`src/rtl/usb_link_pkg.sv`:
```
package usb_link_pkg;

    typedef enum logic [2:0] {
        LS_DISCONNECTED = 3'd0,
        LS_POWERED      = 3'd1,
        LS_POWERED_SUSP = 3'd2,
        LS_ACTIVE       = 3'd3,
        LS_SUSPENDED    = 3'd4,
        LS_RESUMING     = 3'd5
    } link_state_e;

    typedef enum logic [1:0] {
        LINE_SE0 = 2'd0,
        LINE_J   = 2'd1,
        LINE_K   = 2'd2,
        LINE_SE1 = 2'd3
    } line_level_e;

    typedef struct packed {
        logic disconnect;
        logic bus_reset;
        logic suspend;
        logic resume;
        logic host_lost;
    } link_events_t;

    // index of each run timer inside the generated bank
    localparam int unsigned RUN_SE0  = 0;
    localparam int unsigned RUN_IDLE = 1;
    localparam int unsigned RUN_NUM  = 2;

endpackage

```
`src/rtl/ulm_run_timer.sv`:
```
// Counts consecutive cycles of a level; hit_o marks the cycle that completes
// THRESHOLD samples. The counter saturates, so one run gives one hit.
module ulm_run_timer #(
    parameter int unsigned THRESHOLD = 120
) (
    input  logic clk_i,
    input  logic rst_ni,
    input  logic clear_i,
    input  logic level_i,
    output logic hit_o
);
    localparam int unsigned CW = $clog2(THRESHOLD + 1);
    localparam logic [CW-1:0] LIMIT = CW'(THRESHOLD);

    typedef struct packed {
        logic [CW-1:0] cnt;
    } run_regs_t;

    run_regs_t r_d, r_q;

    always_comb begin
        r_d   = r_q;
        hit_o = 1'b0;
        if (clear_i || !level_i) begin
            r_d.cnt = '0;
        end else if (r_q.cnt < LIMIT) begin
            r_d.cnt = r_q.cnt + 1'b1;
            hit_o   = (r_q.cnt == LIMIT - 1'b1);
        end
    end

    always_ff @(posedge clk_i or negedge rst_ni) begin
        if (!rst_ni) begin
            r_q <= '0;
        end else begin
            r_q <= r_d;
        end
    end

    // one pulse per run (serves R2 and R3)
    assert_single_hit_R2: assert property (@(posedge clk_i) disable iff (!rst_ni)
        hit_o |=> !hit_o);

endmodule

```
`src/rtl/ulm_sof_watchdog.sv`:
```
// Counts edges in the active state without a frame strobe; reports the first
// loss after FIRST_CYCLES and then every REPEAT_CYCLES.
module ulm_sof_watchdog #(
    parameter int unsigned FIRST_CYCLES  = 196608,
    parameter int unsigned REPEAT_CYCLES = 48000
) (
    input  logic clk_i,
    input  logic rst_ni,
    input  logic active_i,
    input  logic sof_i,
    output logic lost_o
);
    localparam int unsigned MAXC = (FIRST_CYCLES > REPEAT_CYCLES) ? FIRST_CYCLES : REPEAT_CYCLES;
    localparam int unsigned CW   = $clog2(MAXC + 1);
    localparam logic [CW-1:0] FIRST_LIM  = CW'(FIRST_CYCLES);
    localparam logic [CW-1:0] REPEAT_LIM = CW'(REPEAT_CYCLES);

    typedef struct packed {
        logic [CW-1:0] cnt;
        logic          lost;
    } wd_regs_t;

    wd_regs_t      r_d, r_q;
    logic [CW-1:0] limit;

    always_comb begin
        r_d    = r_q;
        lost_o = 1'b0;
        limit  = r_q.lost ? REPEAT_LIM : FIRST_LIM;
        if (!active_i || sof_i) begin
            r_d.cnt  = '0;
            r_d.lost = 1'b0;
        end else if (r_q.cnt == limit - 1'b1) begin
            r_d.cnt  = '0;
            r_d.lost = 1'b1;
            lost_o   = 1'b1;
        end else begin
            r_d.cnt = r_q.cnt + 1'b1;
        end
    end

    always_ff @(posedge clk_i or negedge rst_ni) begin
        if (!rst_ni) begin
            r_q <= '0;
        end else begin
            r_q <= r_d;
        end
    end

    generate
        if (FIRST_CYCLES > 1) begin : g_sof_chk
            assert_sof_restarts_R5: assert property (@(posedge clk_i) disable iff (!rst_ni)
                sof_i |=> !lost_o);
        end
    endgenerate

endmodule

```
`src/rtl/usb_link_monitor.sv`:
```
module usb_link_monitor
    import usb_link_pkg::*;
#(
    parameter int unsigned RESET_CYCLES     = 120,
    parameter int unsigned SUSPEND_CYCLES   = 144000,
    parameter int unsigned HOST_LOST_CYCLES = 196608,
    parameter int unsigned HOST_LOST_REPEAT = 48000
) (
    input  logic       clk_i,
    input  logic       rst_ni,
    input  logic       enable_i,
    input  logic       vbus_sense_i,
    input  logic [1:0] line_i,
    input  logic       sof_i,
    input  logic       resume_req_i,
    output logic [2:0] link_state_o,
    output logic       ev_disconnect_o,
    output logic       ev_bus_reset_o,
    output logic       ev_suspend_o,
    output logic       ev_resume_o,
    output logic       ev_host_lost_o
);
    localparam int unsigned RUN_THR [RUN_NUM] = '{RESET_CYCLES, SUSPEND_CYCLES};

    typedef struct packed {
        link_state_e  state;
        logic         seen_k;
        link_events_t ev;
    } mon_regs_t;

    mon_regs_t          r_d, r_q;
    logic [RUN_NUM-1:0] run_level;
    logic [RUN_NUM-1:0] run_hit;
    logic               run_clear;
    logic               host_lost;
    line_level_e        line;

    assign line      = line_level_e'(line_i);
    assign run_clear = !enable_i || !vbus_sense_i || (r_q.state == LS_DISCONNECTED);
    assign run_level[RUN_SE0]  = (line == LINE_SE0);
    assign run_level[RUN_IDLE] = (line == LINE_J);

    generate
        for (genvar g = 0; g < RUN_NUM; g++) begin : g_run
            ulm_run_timer #(
                .THRESHOLD(RUN_THR[g])
            ) i_run (
                .clk_i  (clk_i),
                .rst_ni (rst_ni),
                .clear_i(run_clear),
                .level_i(run_level[g]),
                .hit_o  (run_hit[g])
            );
        end
    endgenerate

    ulm_sof_watchdog #(
        .FIRST_CYCLES (HOST_LOST_CYCLES),
        .REPEAT_CYCLES(HOST_LOST_REPEAT)
    ) i_sof_wd (
        .clk_i   (clk_i),
        .rst_ni  (rst_ni),
        .active_i(r_q.state == LS_ACTIVE),
        .sof_i   (sof_i),
        .lost_o  (host_lost)
    );

    always_comb begin
        r_d    = r_q;
        r_d.ev = '0;
        if (!enable_i) begin
            r_d.state  = LS_DISCONNECTED;
            r_d.seen_k = 1'b0;
        end else if (!vbus_sense_i) begin
            r_d.ev.disconnect = (r_q.state != LS_DISCONNECTED);
            r_d.state         = LS_DISCONNECTED;
            r_d.seen_k        = 1'b0;
        end else if (r_q.state == LS_DISCONNECTED) begin
            r_d.state = LS_POWERED;
        end else if (run_hit[RUN_SE0]) begin
            r_d.state        = LS_ACTIVE;
            r_d.seen_k       = 1'b0;
            r_d.ev.bus_reset = 1'b1;
        end else begin
            unique case (r_q.state)
                LS_POWERED: begin
                    if (run_hit[RUN_IDLE]) begin
                        r_d.state      = LS_POWERED_SUSP;
                        r_d.ev.suspend = 1'b1;
                    end else if (resume_req_i) begin
                        r_d.state  = LS_RESUMING;
                        r_d.seen_k = 1'b0;
                    end
                end
                LS_ACTIVE: begin
                    if (run_hit[RUN_IDLE]) begin
                        r_d.state      = LS_SUSPENDED;
                        r_d.ev.suspend = 1'b1;
                    end
                end
                LS_POWERED_SUSP: begin
                    if (line != LINE_J) begin
                        r_d.state     = LS_POWERED;
                        r_d.ev.resume = 1'b1;
                    end
                end
                LS_SUSPENDED: begin
                    if (line != LINE_J) begin
                        r_d.state     = LS_ACTIVE;
                        r_d.ev.resume = 1'b1;
                    end
                end
                LS_RESUMING: begin
                    if (line == LINE_K) begin
                        r_d.seen_k = 1'b1;
                    end else if (line == LINE_J && r_q.seen_k) begin
                        r_d.state     = LS_ACTIVE;
                        r_d.seen_k    = 1'b0;
                        r_d.ev.resume = 1'b1;
                    end
                end
                default: r_d.state = LS_DISCONNECTED;
            endcase
        end
        r_d.ev.host_lost = host_lost;
    end

    always_ff @(posedge clk_i or negedge rst_ni) begin
        if (!rst_ni) begin
            r_q <= '{state: LS_DISCONNECTED, seen_k: 1'b0, ev: '0};
        end else begin
            r_q <= r_d;
        end
    end

    assign link_state_o    = r_q.state;
    assign ev_disconnect_o = r_q.ev.disconnect;
    assign ev_bus_reset_o  = r_q.ev.bus_reset;
    assign ev_suspend_o    = r_q.ev.suspend;
    assign ev_resume_o     = r_q.ev.resume;
    assign ev_host_lost_o  = r_q.ev.host_lost;

    assert_vbus_drop_R1: assert property (@(posedge clk_i) disable iff (!rst_ni)
        (enable_i && !vbus_sense_i) |=> (link_state_o == LS_DISCONNECTED));

    assert_disc_pulse_R1: assert property (@(posedge clk_i) disable iff (!rst_ni)
        ev_disconnect_o |-> (link_state_o == LS_DISCONNECTED) && ($past(link_state_o) != LS_DISCONNECTED));

    assert_reset_active_R2: assert property (@(posedge clk_i) disable iff (!rst_ni)
        ev_bus_reset_o |-> (link_state_o == LS_ACTIVE));

    assert_suspend_state_R3: assert property (@(posedge clk_i) disable iff (!rst_ni)
        ev_suspend_o |-> (link_state_o == LS_SUSPENDED || link_state_o == LS_POWERED_SUSP));

    assert_resume_state_R4: assert property (@(posedge clk_i) disable iff (!rst_ni)
        ev_resume_o |-> (link_state_o == LS_ACTIVE || link_state_o == LS_POWERED));

    assert_lost_active_R5: assert property (@(posedge clk_i) disable iff (!rst_ni)
        ev_host_lost_o |-> ($past(link_state_o) == LS_ACTIVE));

    assert_resume_gate_R6: assert property (@(posedge clk_i) disable iff (!rst_ni)
        (link_state_o == LS_RESUMING && $past(link_state_o) != LS_RESUMING)
            |-> ($past(link_state_o) == LS_POWERED));

    assert_disable_R7: assert property (@(posedge clk_i) disable iff (!rst_ni)
        !enable_i |=> (link_state_o == LS_DISCONNECTED) && !ev_disconnect_o);

endmodule

```
`config.mk`:
```
export PLATFORM = sky130hd
export DESIGN_NAME = usb_link_monitor
export DESIGN_NICKNAME = d
export VERILOG_FILES = /design/src/rtl/usb_link_pkg.sv /design/src/rtl/ulm_run_timer.sv /design/src/rtl/ulm_sof_watchdog.sv /design/src/rtl/usb_link_monitor.sv
export SDC_FILE = /design/constraint.sdc
export NUM_CORES = 1
export LEC_CHECK = 0
export ABC_CLOCK_PERIOD_IN_PS = 3100
export BUFFER_PORTS_ARGS = -buffer_cell sky130_fd_sc_hd__buf_2
export CORE_MARGIN = 5
export CORE_UTILIZATION = 60
export DETAILED_ROUTE_END_ITERATION = 8
export GPL_ROUTABILITY_DRIVEN = 0
export PLACE_DENSITY = 0.78
export RECOVER_POWER = 50
export SETUP_SLACK_MARGIN = 0.1
export SLEW_MARGIN = 15
export SYNTH_ARGS = -nofsm -noshare
export SYNTH_HDL_FRONTEND = slang
export SYNTH_HIERARCHICAL = 1
export SYNTH_SLANG_ARGS = --single-unit
export TNS_END_PERCENT = 20
```
`constraint.sdc`:
```
create_clock -name clk_i -period 3.1 [get_ports clk_i]
set_input_delay 0.155 -clock clk_i [delete_from_list [all_inputs] [get_ports clk_i]]
set_output_delay 0.155 -clock clk_i [all_outputs]
set_load 0.01 [all_outputs]
```
==> reports/metrics.cfg <==
[final_layout]
final_cell_mix = 53 x dfrtp_1, 42 x nor2_1, 18 x nand2_1, 18 x xnor2_1
final_common_cell = dfrtp_1
final_area_mm2 = 0.00318
final_net_count = 338
fin_util = 0.664
drive_gt1_frac = 0.128
synthToLayoutAreaGrowth_pct = 6.41
num_antenna_cells = 0

[yosys]
synth_top_area_share = 0.444
ys_types = 64
syn_nets = 323
dominantRegCellSynth = dfrtp_1
syn_area_per_cell_um2 = 9.57
synth_seq_cells = 53
yosysSeqAreaShare = 0.444
synth_top_area_cell = dfrtp_1
synth_area_mm2 = 0.00299
netlist_instances = 312
synthArstFlopShare = 1.00
synth_edf_count = 0
ys_warn_count = 6
synthTopCellsByArea = dfrtp_1 44%, nor2_1 5.3%, xnor2_1 5.3%

[die]
initial_core_util = 0.624
io_pins = 16
core_area_mm2 = 0.00479
die_h_um = 80.5
die_area_mm2 = 0.00649
std_cell_rows = 25
die_w_um = 80.5

[critical_path]
start_kind = flip-flop
cp.depth = 8
crit_required_ns = 3.30
cp_num_buf_inv = 0
path_class = flip-flop to flip-flop
cp_common_cell = nand2b_1
crit_chain = nor3_1 > nand2b_1 > nand2b_1 > nor4_1 > and3b_1 > o21ai_1 > a21oi_2 > mux2_4
cp-end-kind = flip-flop
crit_family = simple AND/OR/NAND/NOR gates
worstPathArrival_ns = 2.84
crit_slowest_cell = dfrtp_1
cp_max_fo = 13
cpPeakStageDelay_ns = 0.61
reg2regPathDepth = 8

[global_routing]
antenna_found_initial = 0
grt-ovfl-total = 0
grt_max_degree = 31
first_global_vias = 2237
grt_usage = 0.196
grt_pass1_wl_mm = 10.1

[placed_design]
pre_cts_ws_ns = 0.538
place_area_mm2 = 0.00307
dp_hpwl_mm = 4.03
io_buffers = 15

[pwr]
power.switching_mw = 0.281
p_seq_frac = 0.564
vdd_drop_max_mv = 0.272
combPwrFrac = 0.043
p_int_mw = 0.958
power.density_mw_per_mm2 = 390
p_sw_frac = 0.227
clkPwrFrac = 0.393
cellLeakagePower_nw = 1.20

[timing]
finClkSkew_ns = 0.00697
fin_crit_ns = 2.64
final-max-slew-violation-count = 0
hold_violations = 0
fin_crit_sh = 0.852
rsz0062_at_grt = false
tightest_slew_ns = 1.35
layout_setup_ws_ns = 0.458
finalSetupViolCount = 0
max-slew-margin-rel = 0.0967
setup_tns_ns = 0
fmax_mhz = 378

[clock_tree]
cts-buffers-inserted = 5
clock_latency_ns = 0.31
cts_setup_buffers = 0
clock-sinks = 53
path_clk_slew_ns = 0.10
cts_max_level = 2
cts_tree = done
root_buffer = clkbuf_8
cts_buffer_depth = 2

[route]
drc_errors = 0
routedWlPerCell_um = 14.4
dr.first_iter.drc_count = 102
drt-pass1-iter-count = 4
ant_nets = 0
drt_wl_total_mm = 5.69
avgViaCountPerCell = 5.82
vias = 2299

[min_path]
holdCritPathClass = primary input to flip-flop
worstHoldPathCells = 2

[job]
cap_violations = 0

[status]
status = completed

[cell usage after synthesis (2+ instances only)]
master / count
dfrtp_1: 53
nor2_1: 42
nand2_1: 18
xnor2_1: 18
a21oi_1: 17
nand3_1: 17
inv_1: 13
nand4_1: 13
nor3_1: 10
o21ai_0: 10
nand2b_1: 6
xor2_1: 6
buf_4: 5
nor4_1: 5
or3_1: 5
a31oi_1: 4
and3_1: 3
buf_6: 3
ha_1: 3
nor2b_1: 3
nor3b_1: 3
a211o_1: 2
a211oi_1: 2
a21o_2: 2
a21oi_2: 2
and2_1: 2
and4_1: 2
and4_2: 2
buf_2: 2
mux2i_1: 2
o21a_1: 2
o21ai_1: 2
o22ai_1: 2
[power groups by stage]
| stage | clock network, mW | registers (mW) | logic [mW] |
|---|---|---|---|
| CTS | 0.496 | 0.698 | 0.0560 |
| global placement | 0 | 0.711 | 0.0543 |
| finish | 0.486 | 0.698 | 0.0538 |
| floorplan | 0 | 0.710 | 0.0314 |
| global route | 0.530 | 0.699 | 0.0609 |
| detailed placement | 0 | 0.712 | 0.0549 |
[logic make-up (layout without fill, tap and decap cells)]
kind of cell,count (synthesis),in the layout,share of synthesized area
AO/OA/AOI/OAI,57,57,0.135
XOR/XNOR,24,24,0.0704
adder cells (fa/ha/maj),3,3,0.0126
buffers and inverters,26,42,0.0536
flip-flops,53,53,0.444
multiplexers,3,3,0.0117
AND/OR/NAND/NOR,146,146,0.273
[sequential cells by signal, indices dropped and copies added (netlist names)]
| signal | count |
|---|---|
| r_q | 1 |
| link_state_o | 3 |
| ev_bus_reset_o | 1 |
| ev_resume_o | 1 |
| ev_suspend_o | 1 |
| g_run.i_run/r_q | 25 |
| ev_disconnect_o | 1 |
| ev_host_lost_o | 1 |
| i_sof_wd/r_q | 19 |
[through the flow]
stage          cells  power, mW  hold slack [ns]
2_1_floorplan    312      0.741           -0.141
3_3_place_gp     386      0.766            0.172
3_5_place_dp     386      0.766            0.181
4_1_cts          395       1.25           0.0385
5_1_grt          395       1.29           0.0430
6_report         395       1.24           0.0479
[worst reg2reg max path, delay by kind of cell (launching register included)]
kind | cells | cell delay, ns
AO/OA/AOI/OAI | 2 | 0.21
AND/OR/NAND/NOR | 5 | 1.43
flip-flops | 1 | 0.61
multiplexers | 1 | 0.30
[per-layer routing]
metal / vias up / GRT usage / part of all wire
met1: 1129 / 0.271 / 0.49
met5: - / 0 / 0
met4: 0 / 0.0456 / 0.0081
met2: 27 / 0.320 / 0.47
met3: 4 / 0.0370 / 0.026
li1: 1139 / - / -
[what timing repair did]
item / CTS / global route
gates resized for setup: 0 / 0
endpoints found under the hold margin: 23 / 0
hold buffers: 1 / 0
[final timing paths]
path	startpoint	endpoint	slack (ns)
worst min register to register	i_sof_wd/r_q[1]	i_sof_wd/r_q[1]	0.49
worst max register to register	link_state_o[0]	link_state_o[1]	0.46
worst max-delay path	link_state_o[0]	link_state_o[1]	0.46
min in group asynchronous	rst_ni	g_run[1].i_run/r_q[1]	0.67
worst min-delay path	vbus_sense_i	ev_disconnect_o	0.05
max in group asynchronous	rst_ni	i_sof_wd/r_q[13]	1.04
[cell type report]
cell class,count,area [um2]
Clock buffer,5,68.8
Clock inverter,3,47.5
Fill cell,399,1610
Inverter,15,58.8
Multi-Input combinational cell,233,1500
Sequential cell,53,1330
Tap cell,67,83.8
Timing Repair Buffer,19,92.6
No activity file was read; power rests on OpenSTA's default activity.
